**src/rtl/cache_pkg.sv**
```systemverilog
`timescale 1ns/1ps
package cache_pkg;
  typedef enum logic [0:0] {
    FILL_IDLE = 1'b0,
    FILL_BUSY = 1'b1
  } fill_state_e;
endpackage

```
**src/rtl/cache_addr_split.sv**
```systemverilog
`timescale 1ns/1ps
module cache_addr_split #(
  parameter int ADDR_W = 5,
  parameter int OFF_W  = 1,
  parameter int IDX_W  = 1,
  parameter int TAG_W  = 3,
  parameter int SET_W  = 1
) (
  input  logic [ADDR_W-1:0] addr,
  output logic [TAG_W-1:0]  tag,
  output logic [SET_W-1:0]  set_idx,
  output logic [OFF_W-1:0]  off
);
  assign off = addr[OFF_W-1:0];
  assign tag = addr[ADDR_W-1 -: TAG_W];

  generate
    if (IDX_W > 0) begin : g_indexed
      assign set_idx = addr[OFF_W +: SET_W];
    end else begin : g_no_index
      assign set_idx = '0;
    end
  endgenerate
endmodule

```
**src/rtl/cache_tag_match.sv**
```systemverilog
`timescale 1ns/1ps
module cache_tag_match #(
  parameter int WAYS  = 2,
  parameter int TAG_W = 3,
  parameter int WAY_W = 1
) (
  input  logic                       clk,
  input  logic                       rst,
  input  logic [WAYS-1:0][TAG_W-1:0] way_tags,
  input  logic [WAYS-1:0]            way_valid,
  input  logic [TAG_W-1:0]           tag,
  output logic                       hit,
  output logic [WAY_W-1:0]           hit_way
);
  logic [WAYS-1:0] match;

  // one comparator per way, all in parallel
  generate
    for (genvar w = 0; w < WAYS; w++) begin : g_cmp
      assign match[w] = way_valid[w] && (way_tags[w] == tag);
    end
  endgenerate

  assign hit = |match;

  always_comb begin
    hit_way = '0;
    for (int w = WAYS - 1; w >= 0; w--) begin
      if (match[w]) hit_way = WAY_W'(w);
    end
  end

  // a block may live in at most one way of its set
  assert_unique_tag_R9: assert property (@(posedge clk) disable iff (rst)
    $onehot0(match));
endmodule

```
**src/rtl/cache_fill_fsm.sv**
```systemverilog
`timescale 1ns/1ps
module cache_fill_fsm
  import cache_pkg::*;
#(
  parameter int BLOCK_BYTES = 2,
  parameter int OFF_W       = 1
) (
  input  logic             clk,
  input  logic             rst,
  input  logic             start,
  input  logic             mem_valid,
  output logic             busy,
  output logic             mem_req,
  output logic [OFF_W-1:0] fill_off,
  output logic             beat,
  output logic             last_beat
);
  localparam logic [OFF_W-1:0] LAST_OFF = OFF_W'(BLOCK_BYTES - 1);

  fill_state_e      state_q;
  logic [OFF_W-1:0] off_q;

  assign busy      = (state_q == FILL_BUSY);
  assign mem_req   = busy;
  assign fill_off  = off_q;
  assign beat      = busy && mem_valid;
  assign last_beat = beat && (off_q == LAST_OFF);

  always_ff @(posedge clk) begin
    if (rst) begin
      state_q <= FILL_IDLE;
      off_q   <= '0;
    end else begin
      case (state_q)
        FILL_IDLE: begin
          if (start) begin
            state_q <= FILL_BUSY;
            off_q   <= '0;
          end
        end
        FILL_BUSY: begin
          if (last_beat) begin
            state_q <= FILL_IDLE;
            off_q   <= '0;
          end else if (beat) begin
            off_q <= off_q + OFF_W'(1);
          end
        end
        default: state_q <= FILL_IDLE;
      endcase
    end
  end

  // request and offset hold while memory has not answered
  assert_req_hold_R6: assert property (@(posedge clk) disable iff (rst)
    (busy && !mem_valid) |=> (busy && $stable(off_q)));

  // the refill ends right after its final beat
  assert_fill_ends_R7: assert property (@(posedge clk) disable iff (rst)
    last_beat |=> !busy);
endmodule

```
**src/rtl/cfg_assoc_cache.sv**
```systemverilog
`timescale 1ns/1ps
module cfg_assoc_cache #(
  parameter int ADDR_W      = 5,
  parameter int DATA_W      = 8,
  parameter int LINES       = 4,
  parameter int BLOCK_BYTES = 2,
  parameter int WAYS        = 2,
  parameter int CNT_W       = 16,
  localparam int WAY_W      = (WAYS > 1) ? $clog2(WAYS) : 1
) (
  input  logic              clk,
  input  logic              rst,
  input  logic              req_valid,
  input  logic [ADDR_W-1:0] req_addr,
  input  logic [WAY_W-1:0]  victim_sel,
  output logic              req_ready,
  output logic              resp_valid,
  output logic [DATA_W-1:0] resp_data,
  output logic              stall,
  output logic              mem_req,
  output logic [ADDR_W-1:0] mem_addr,
  input  logic              mem_valid,
  input  logic [DATA_W-1:0] mem_data,
  output logic [CNT_W-1:0]  hit_count,
  output logic [CNT_W-1:0]  miss_count
);
  localparam int OFF_W  = $clog2(BLOCK_BYTES);
  localparam int SETS   = LINES / WAYS;
  localparam int IDX_W  = $clog2(SETS);
  localparam int TAG_W  = ADDR_W - OFF_W - IDX_W;
  localparam int SET_W  = (SETS > 1) ? IDX_W : 1;
  localparam int LINE_W = (LINES > 1) ? $clog2(LINES) : 1;
  localparam int BYTES  = LINES * BLOCK_BYTES;

  function automatic logic [LINE_W-1:0] line_of(input logic [SET_W-1:0] s,
                                                input logic [WAY_W-1:0] w);
    int n;
    n = ((SETS > 1) ? int'(s) : 0) * WAYS + ((WAYS > 1) ? int'(w) : 0);
    return LINE_W'(n);
  endfunction

  // line storage
  logic [LINES-1:0]  line_valid_q;
  logic [TAG_W-1:0]  line_tag_q  [LINES];
  logic [DATA_W-1:0] line_data_q [BYTES];

  // request address fields
  logic [TAG_W-1:0] req_tag;
  logic [SET_W-1:0] req_set;
  logic [OFF_W-1:0] req_off;

  cache_addr_split #(
    .ADDR_W(ADDR_W), .OFF_W(OFF_W), .IDX_W(IDX_W), .TAG_W(TAG_W), .SET_W(SET_W)
  ) u_split (
    .addr(req_addr), .tag(req_tag), .set_idx(req_set), .off(req_off)
  );

  // gather the ways of the selected set
  logic [WAYS-1:0][TAG_W-1:0] set_tags;
  logic [WAYS-1:0]            set_valid;

  generate
    for (genvar w = 0; w < WAYS; w++) begin : g_gather
      localparam logic [WAY_W-1:0] WIDX = WAY_W'(w);
      assign set_tags[w]  = line_tag_q[line_of(req_set, WIDX)];
      assign set_valid[w] = line_valid_q[line_of(req_set, WIDX)];
    end
  endgenerate

  logic             lookup_hit;
  logic [WAY_W-1:0] hit_way;

  cache_tag_match #(.WAYS(WAYS), .TAG_W(TAG_W), .WAY_W(WAY_W)) u_match (
    .clk(clk), .rst(rst),
    .way_tags(set_tags), .way_valid(set_valid), .tag(req_tag),
    .hit(lookup_hit), .hit_way(hit_way)
  );

  // victim: fixed by index when direct-mapped, external otherwise
  logic [WAY_W-1:0] victim_way;
  generate
    if (WAYS > 1) begin : g_victim_ext
      assign victim_way = victim_sel;
    end else begin : g_victim_fixed
      assign victim_way = '0;
    end
  endgenerate

  logic [LINE_W-1:0] hit_line, victim_line;
  assign hit_line    = line_of(req_set, hit_way);
  assign victim_line = line_of(req_set, victim_way);

  // refill sequencing
  logic             busy, fill_beat, fill_last;
  logic [OFF_W-1:0] fill_off;
  logic             accept, hit_accept, miss_start;

  assign req_ready  = !busy;
  assign accept     = req_valid && req_ready;
  assign hit_accept = accept && lookup_hit;
  assign miss_start = accept && !lookup_hit;

  cache_fill_fsm #(.BLOCK_BYTES(BLOCK_BYTES), .OFF_W(OFF_W)) u_fill (
    .clk(clk), .rst(rst), .start(miss_start), .mem_valid(mem_valid),
    .busy(busy), .mem_req(mem_req), .fill_off(fill_off),
    .beat(fill_beat), .last_beat(fill_last)
  );

  logic [ADDR_W-1:0] miss_addr_q;
  logic [LINE_W-1:0] fill_line_q;
  logic [OFF_W-1:0]  miss_off;

  assign miss_off = miss_addr_q[OFF_W-1:0];
  assign mem_addr = {miss_addr_q[ADDR_W-1:OFF_W], fill_off};
  assign stall    = busy;

  // control state with reset
  logic             resp_valid_q;
  logic [CNT_W-1:0] hit_cnt_q, miss_cnt_q;

  always_ff @(posedge clk) begin
    if (rst) begin
      line_valid_q <= '0;
      miss_addr_q  <= '0;
      fill_line_q  <= '0;
      resp_valid_q <= 1'b0;
      hit_cnt_q    <= '0;
      miss_cnt_q   <= '0;
    end else begin
      resp_valid_q <= hit_accept || fill_last;
      if (hit_accept) hit_cnt_q <= hit_cnt_q + CNT_W'(1);
      if (miss_start) begin
        miss_cnt_q                <= miss_cnt_q + CNT_W'(1);
        miss_addr_q               <= req_addr;
        fill_line_q               <= victim_line;
        line_valid_q[victim_line] <= 1'b0;
      end
      if (fill_last) line_valid_q[fill_line_q] <= 1'b1;
    end
  end

  // tag and data arrays: plain single-write storage, no reset
  logic [DATA_W-1:0] resp_data_q;

  always_ff @(posedge clk) begin
    if (miss_start) line_tag_q[victim_line] <= req_tag;
  end

  always_ff @(posedge clk) begin
    if (fill_beat) line_data_q[{fill_line_q, fill_off}] <= mem_data;
    if (hit_accept) begin
      resp_data_q <= line_data_q[{hit_line, req_off}];
    end else if (fill_last) begin
      resp_data_q <= (miss_off == fill_off) ? mem_data
                                            : line_data_q[{fill_line_q, miss_off}];
    end
  end

  assign resp_valid = resp_valid_q;
  assign resp_data  = resp_data_q;
  assign hit_count  = hit_cnt_q;
  assign miss_count = miss_cnt_q;

  // the line under refill is never visible as valid
  assert_victim_cleared_R6: assert property (@(posedge clk) disable iff (rst)
    stall |-> !line_valid_q[fill_line_q]);

  // a response follows either an accepted load or the final refill beat
  assert_resp_source_R5: assert property (@(posedge clk) disable iff (rst)
    resp_valid |-> ($past(req_valid && req_ready) || $past(mem_valid && stall)));

  // counters only ever step by one
  assert_hit_step_R8: assert property (@(posedge clk) disable iff (rst)
    (!$past(rst) && (hit_count != $past(hit_count)))
      |-> (hit_count == $past(hit_count) + CNT_W'(1)));

  assert_miss_step_R8: assert property (@(posedge clk) disable iff (rst)
    (!$past(rst) && (miss_count != $past(miss_count)))
      |-> (miss_count == $past(miss_count) + CNT_W'(1)));
endmodule

```
**config.mk**
```make
export PLATFORM = sky130hd
export DESIGN_NAME = cfg_assoc_cache
export DESIGN_NICKNAME = d
export VERILOG_FILES = /design/src/rtl/cache_pkg.sv /design/src/rtl/cache_addr_split.sv /design/src/rtl/cache_tag_match.sv /design/src/rtl/cache_fill_fsm.sv /design/src/rtl/cfg_assoc_cache.sv
export SDC_FILE = /design/constraint.sdc
export NUM_CORES = 1
export LEC_CHECK = 0
export BUFFER_PORTS_ARGS = -buffer_cell sky130_fd_sc_hd__buf_2
export CAP_MARGIN = 20
export CORE_MARGIN = 8
export CORE_UTILIZATION = 55
export DETAILED_ROUTE_END_ITERATION = 6
export PLACE_DENSITY = 0.83
export SYNTH_ARGS = -nofsm -noshare
export SYNTH_HDL_FRONTEND = slang
export SYNTH_SLANG_ARGS = --single-unit
```
**constraint.sdc**
```tcl
create_clock -name clk -period 5.15 [get_ports clk]
set_input_delay 0.2575 -clock clk [delete_from_list [all_inputs] [get_ports clk]]
set_output_delay 0.2575 -clock clk [all_outputs]
set_load 0.005 [all_outputs]
```
==> results of run 1 <==
cells in the mapped netlist (all sizes together), types with 8 or more instances:
cell	n
buf	21
nand3	17
nor2	31
o22ai	8
clkbuf	11
a21oi	22
edfxtp	84
or3	10
nand2	39
mux4	32
dfxtp	48
o21ai	19
a22oi	8
xnor2	17
nor3	10
mux2i	12
xor2	11
sequential cells by signal, indices dropped and copies added (netlist names), named ones only:
signal,cells
fill_line_q,1
hit_count,16
line_data_q,64
line_tag_q,12
line_valid_q,4
miss_addr_q,5
miss_count,16
resp_data,8
resp_valid,1
u_fill.busy,1
u_fill.fill_off,1
how the worst max path moves through the flow:
stage	startpoint	to	slack, ns	depth (start not counted)
floorplan	req_addr[0]	resp_data[5]	3.10	5
global placement	req_addr[1]	hit_count[12]	2.06	7
detailed placement	req_addr[1]	line_tag_q[0][2]	1.88	6
CTS	line_tag_q[0][1]	hit_count[14]	2.26	6
global route	line_tag_q[0][1]	hit_count[8]	1.98	6
finish	line_tag_q[0][1]	hit_count[14]	2.25	6
metal layers:
layer	track usage, %	wire length (um)
met1	23.21	5166
met2	32.10	6953
met3	5.355	1214
met4	7.884	131
met5	0	0
power groups by stage:
stage / clock [W] / combinational [W] / sequential [W]
after CTS: 0.00121 / 0.000136 / 0.00116
after detailed placement: 0 / 0.000132 / 0.00118
after floorplan: 0 / 0.000102 / 0.00117
after global placement: 0 / 0.000129 / 0.00118
after global routing: 0.00125 / 0.000153 / 0.00116
final: 0.00119 / 0.000142 / 0.00116
final cells by class:
class	count	area, um^2
Sequential cell	132	3483
Tap cell	140	175.2
Clock inverter	15	183.9
Inverter	6	22.52
Clock buffer	17	414.1
Timing Repair Buffer	75	412.9
Fill cell	730	3705
Multi-Input combinational cell	283	2253
what timing repair did:
item                                    CTS  global route
endpoints found under the setup margin    0             0
hold buffers                              3             0
gates resized for setup                   0             0
buffers inserted                          0             0
hold endpoints to repair                 15             0
logic make-up (layout without fill, tap and decap cells):
group	count (synthesis)	count (layout)	synth area share, %
and+or+nand+nor	136	136	11.19
DFF	132	132	58.98
AOI/OAI and AO/OA	73	73	7.987
muxes	44	44	14.24
buffers and inverters	38	113	3.030
xor gates and xnor gates	28	28	4.152
adders and majority gates	2	2	0.4237
cells in the final DEF, fill, tap and decap left out, types with 2 or more instances in the layout:
cell type	n
o22ai_1	8
clkbuf_16	16
o211ai_1	2
o32ai_1	2
nand3_1	17
nand2b_1	2
nor2_1	31
clkinv_4	6
and2_1	2
buf_4	5
ha_1	2
a2111oi_2	4
nand2_1	39
clkinv_2	2
o21ai_0	18
or3_1	10
clkinvlp_4	3
nor3_2	3
nor4_1	5
o31ai_1	2
nor3_1	7
and3_1	6
and4_1	3
mux2i_1	12
dlygate4sd3_1	3
o21a_1	2
a22oi_1	8
edfxtp_1	84
xnor2_1	17
buf_2	66
a211oi_1	3
mux4_2	32
xor2_1	11
bufinv_16	3
a21oi_1	22
dfxtp_1	48
nand4_1	6
inv_1	6
stage by stage:
step	worst slack, ns	instances	instance area (um^2)	power, W	util, %
2_1_floorplan	3.097	453	5906	0.001273	-
3_3_place_gp	2.063	631	6295	0.001312	59.10
6_report	2.245	668	6945	0.002496	65.21
5_1_grt	1.979	668	6945	0.002565	65.21
3_5_place_dp	1.881	631	6295	0.001316	59.10
4_1_cts	2.258	666	6923	0.002507	65.00
==> impl_metrics.tcl, run 1 <==
set metrics [dict create \
    min_path_type "in2reg" \
    crit_path_max_fanout 21 \
    p_switching_w 0.0005507 \
    clkSinkCount 132 \
    drv_slew 0 \
    p_int_w 0.001945 \
    path_buf_inv 0 \
    start_util_pct 55.45 \
    cts_tree "yes" \
    finalSetupViolations 0 \
    yosysTopAreaCellShare_pct 42.71 \
    first_iter_violations 544 \
    fin_tns_setup_ns 0 \
    drive_gt1_share_pct 27.27 \
    worst_pin_slew_ns 1.031 \
    clk_pin_slew_worst_paths_ns 0.06 \
    hold_path_depth 1 \
    die_area_um2 14310 \
    p_comb_share_pct 5.7 \
    crit_family "compound AO/OA/AOI/OAI gates" \
    viasPerCell 6.223 \
    synth_fp_nets 473 \
    cts-htree-levels 4 \
    clock_latency_ns 0.52 \
    die_h_um 119.6 \
    syn_area_per_cell_um2 13.04 \
    path_cells "xor2_1 -> o32ai_1 -> nand3_1 -> a2111o_1 -> or3_1 -> a21oi_1" \
    critPathKind "reg2reg" \
    whs_endpoint "line_data_q[5][6]" \
    clockRootBuffer "clkbuf_8" \
    grt_max_degree 47 \
    cp-start-kind "flip-flop" \
    worstPathRequired_ns 5.60 \
    hold_ws_ns 0.02235 \
    post-synth-top-area-cell "edfxtp_1" \
    cts.path.max_buffers 2 \
    worst_r2r_path_depth 6 \
    switching_share_pct 22.07 \
    r2r_start "line_tag_q[0][1]" \
    r2r-end "hit_count[14]" \
    gp_congestion 0.8231 \
    ys_types 41 \
    clock_skew_ns 0.006443 \
    cp.arrival_ns 3.35 \
    vias 4157 \
    hold_viol 0 \
    maxCapViolCount 0 \
    synth_warnings 0 \
    io_pins 67 \
    post-route-period-util_pct 56.40 \
    syn_inst 453 \
    rows 38 \
    nets 535 \
    ys_seq_area_share_pct 58.98 \
    grt_pass1_vias 4113 \
    timing.fmax_ghz 0.3443 \
    numCtsBuffers 17 \
    slowest_stage "nand3_1" \
    power_leakage_nw 2.385 \
    clkPwrFrac_pct 47.8 \
    netlist_area_um2 5906 \
    async_flop_share_pct 0 \
    overflow 0 \
    grt.total_usage_pct 19.26 \
    totalWireLength_mm 13.47 \
    drcViolationCount 0 \
    synthTopCellsByArea "edfxtp_1 (43%), dfxtp_1 (16%), mux4_2 (12%)" \
    p_per_area_nw_per_um2 359.3 \
    slew_headroom_pct 31.04 \
    cp-end-kind "flip-flop" \
    p_seq_share_pct 46.5 \
    antenna_found_initial 0 \
    max_stage_delay_ns 0.74 \
    routedWlPerCell_um 20.16 \
    fp.dieW_um 119.6 \
    drt_pass1_iterations 5 \
    io_buffers 66 \
    r2r_slack_ns 2.25 \
    worstHoldStart "mem_data[6]" \
    rsz0062_at_grt "no" \
    status "complete, no violations" \
    dp_hpwl_mm 8.654 \
    synthToLayoutAreaGrowth_pct 17.61 \
    antenna-diode-count 0 \
    grt_pass1_wl_mm 21.74 \
    ys_seq_elements 132 \
    vdd_ir_drop_max_mv 0.2589 \
    period_minus_slack_ns 2.905 \
    synth_edf_count 84 \
    synth-main-ff-cell "edfxtp_1" \
    drtAntennaViolNets 0 \
    core_area_um2 10650 \
]
No activity file was read; power rests on OpenSTA's default activity.
==> inputs of run 2 (changes only) <==
Clock period 5.15 ns to 2.7 ns, I/O delays scaled along.
==> impl_metrics.tcl, run 2 (synthesis results as in run 1) <==
set metrics [dict create \
    status "complete, no violations" \
    numCtsBuffers 17 \
    period_minus_slack_ns 2.340 \
    post-route-period-util_pct 86.66 \
    gp_congestion 0.8807 \
    drt_pass1_iterations 5 \
    antenna_found_initial 0 \
    clkSinkCount 132 \
    first_iter_violations 497 \
    layout_commonest_cell "edfxtp_1" \
    nets 562 \
    totalWireLength_mm 14.95 \
    clock_skew_ns 0.006245 \
    die_h_um 119.6 \
    dp_slack_ns 0.3863 \
    cp-end-kind "flip-flop" \
    clk_pin_slew_worst_paths_ns 0.06 \
    synthToLayoutAreaGrowth_pct 20.06 \
    cts-htree-levels 4 \
    dp_hpwl_mm 9.608 \
    top_usage_layer "met2" \
    critPathKind "reg2reg" \
    grt_max_degree 47 \
    use_met2_pct 35.59 \
    cts_resized 0 \
    clock_latency_ns 0.53 \
    timing.fmax_ghz 0.4274 \
    fillCellCount 713 \
    io_buffers 66 \
    antenna-diode-count 0 \
    grt_pass1_vias 4460 \
    grt_pass1_wl_mm 24.02 \
    drtAntennaViolNets 0 \
    use_met3_pct 6.341 \
    top_register "line_data_q" \
    fin_tns_setup_ns 0 \
    routedWlPerCell_um 21.50 \
    drive_gt1_share_pct 28.11 \
    start_util_pct 55.45 \
    worstPathRequired_ns 3.15 \
    grt.total_usage_pct 21.67 \
    fp.dieW_um 119.6 \
    final_cell_mix "edfxtp_1 (84), buf_2 (66), dfxtp_1 (48)" \
    viasPerCell 6.245 \
    worst_slack_ns 0.3601 \
    finalSetupViolations 0 \
    core_area_um2 10650 \
    power_leakage_nw 2.479 \
    clockRootBuffer "clkbuf_8" \
    drcViolationCount 0 \
    worst_pin_slew_ns 0.8646 \
    largest_reg_flops 64 \
    p_per_area_nw_per_um2 645.8 \
    overflow 0 \
    maxCapViolCount 0 \
    use_met1_pct 24.53 \
    rows 38 \
    cts.path.max_buffers 2 \
    crit_path_max_fanout 8 \
    cp.arrival_ns 2.79 \
    vias 4340 \
    multiInputGateArea_um2 2243 \
    rsz0062_at_grt "no" \
    min_path_type "in2reg" \
    die_area_um2 14310 \
    vdd_ir_drop_max_mv 0.4934 \
    io_pins 67 \
    slew_headroom_pct 42.36 \
    hold_viol 0 \
    seq_area_um2 3483 \
    cp-start-kind "flip-flop" \
    postCtsHoldBufs 13 \
    post-cts-setup-buffers 0 \
    drv_slew 0 \
    cts_tree "yes" \
]
run 2: path summary, 6_finish.rpt:
check	from	end	slack [ns]	cells after the start
min reg2reg	miss_addr_q[4]	miss_addr_q[4]	0.46	2
max reg2reg	line_tag_q[0][1]	hit_count[14]	0.36	6
min	req_addr[1]	miss_addr_q[1]	0.17	3
max	line_tag_q[0][1]	hit_count[14]	0.36	6
run 2: layout make-up:
class                      instances  area share, %
clock buffer                      19          5.947
sequential                       132          49.13
timing repair buffer             102          8.929
tap                              140          2.470
inverter                           6         0.3176
multi-input combinational        283          31.64
clock inverter                    13          1.570
run 2: worst max-delay path, cell delays in order, from the launching register on:
cell and delay, ns:
edfxtp_1 0.38, xor2_1 0.16, o32ai_1 0.40, nand3_1 0.30
a2111o_1 0.55, or3_1 0.33, a21oi_1 0.15
run 2: through the flow:
stage | cells | hold WS [ns] | instance area [um^2] | util [%] | total power (W)
3_5_place_dp | 650 | 0.4291 | 6427 | 60.35 | 0.002526
6_report | 695 | 0.1681 | 7091 | 66.58 | 0.004579
4_1_cts | 695 | 0.1569 | 7091 | 66.58 | 0.004593
3_3_place_gp | 650 | 0.4121 | 6427 | 60.35 | 0.002512
2_1_floorplan | 453 | 0.2339 | 5906 | - | 0.002429
5_1_grt | 695 | 0.1905 | 7091 | 66.58 | 0.004708
run 2: metal layers:
layer  vias up  routed length, um
li1       1915                  -
met2       264               7584
met1      2105               5590
met4         0                525
met3        56               1245
met5         -                  0
run 2: power breakdown:
part / internal (W) / switching (W) / total, W / leakage [nW]
combinational: 0.000135 / 0.000167 / 0.000302 / 1.08
sequential: 0.00218 / 0.0000318 / 0.00221 / 1.15
clock: 0.00121 / 0.000852 / 0.00207 / 0.255
total: 0.00353 / 0.00105 / 0.00458 / 2.48
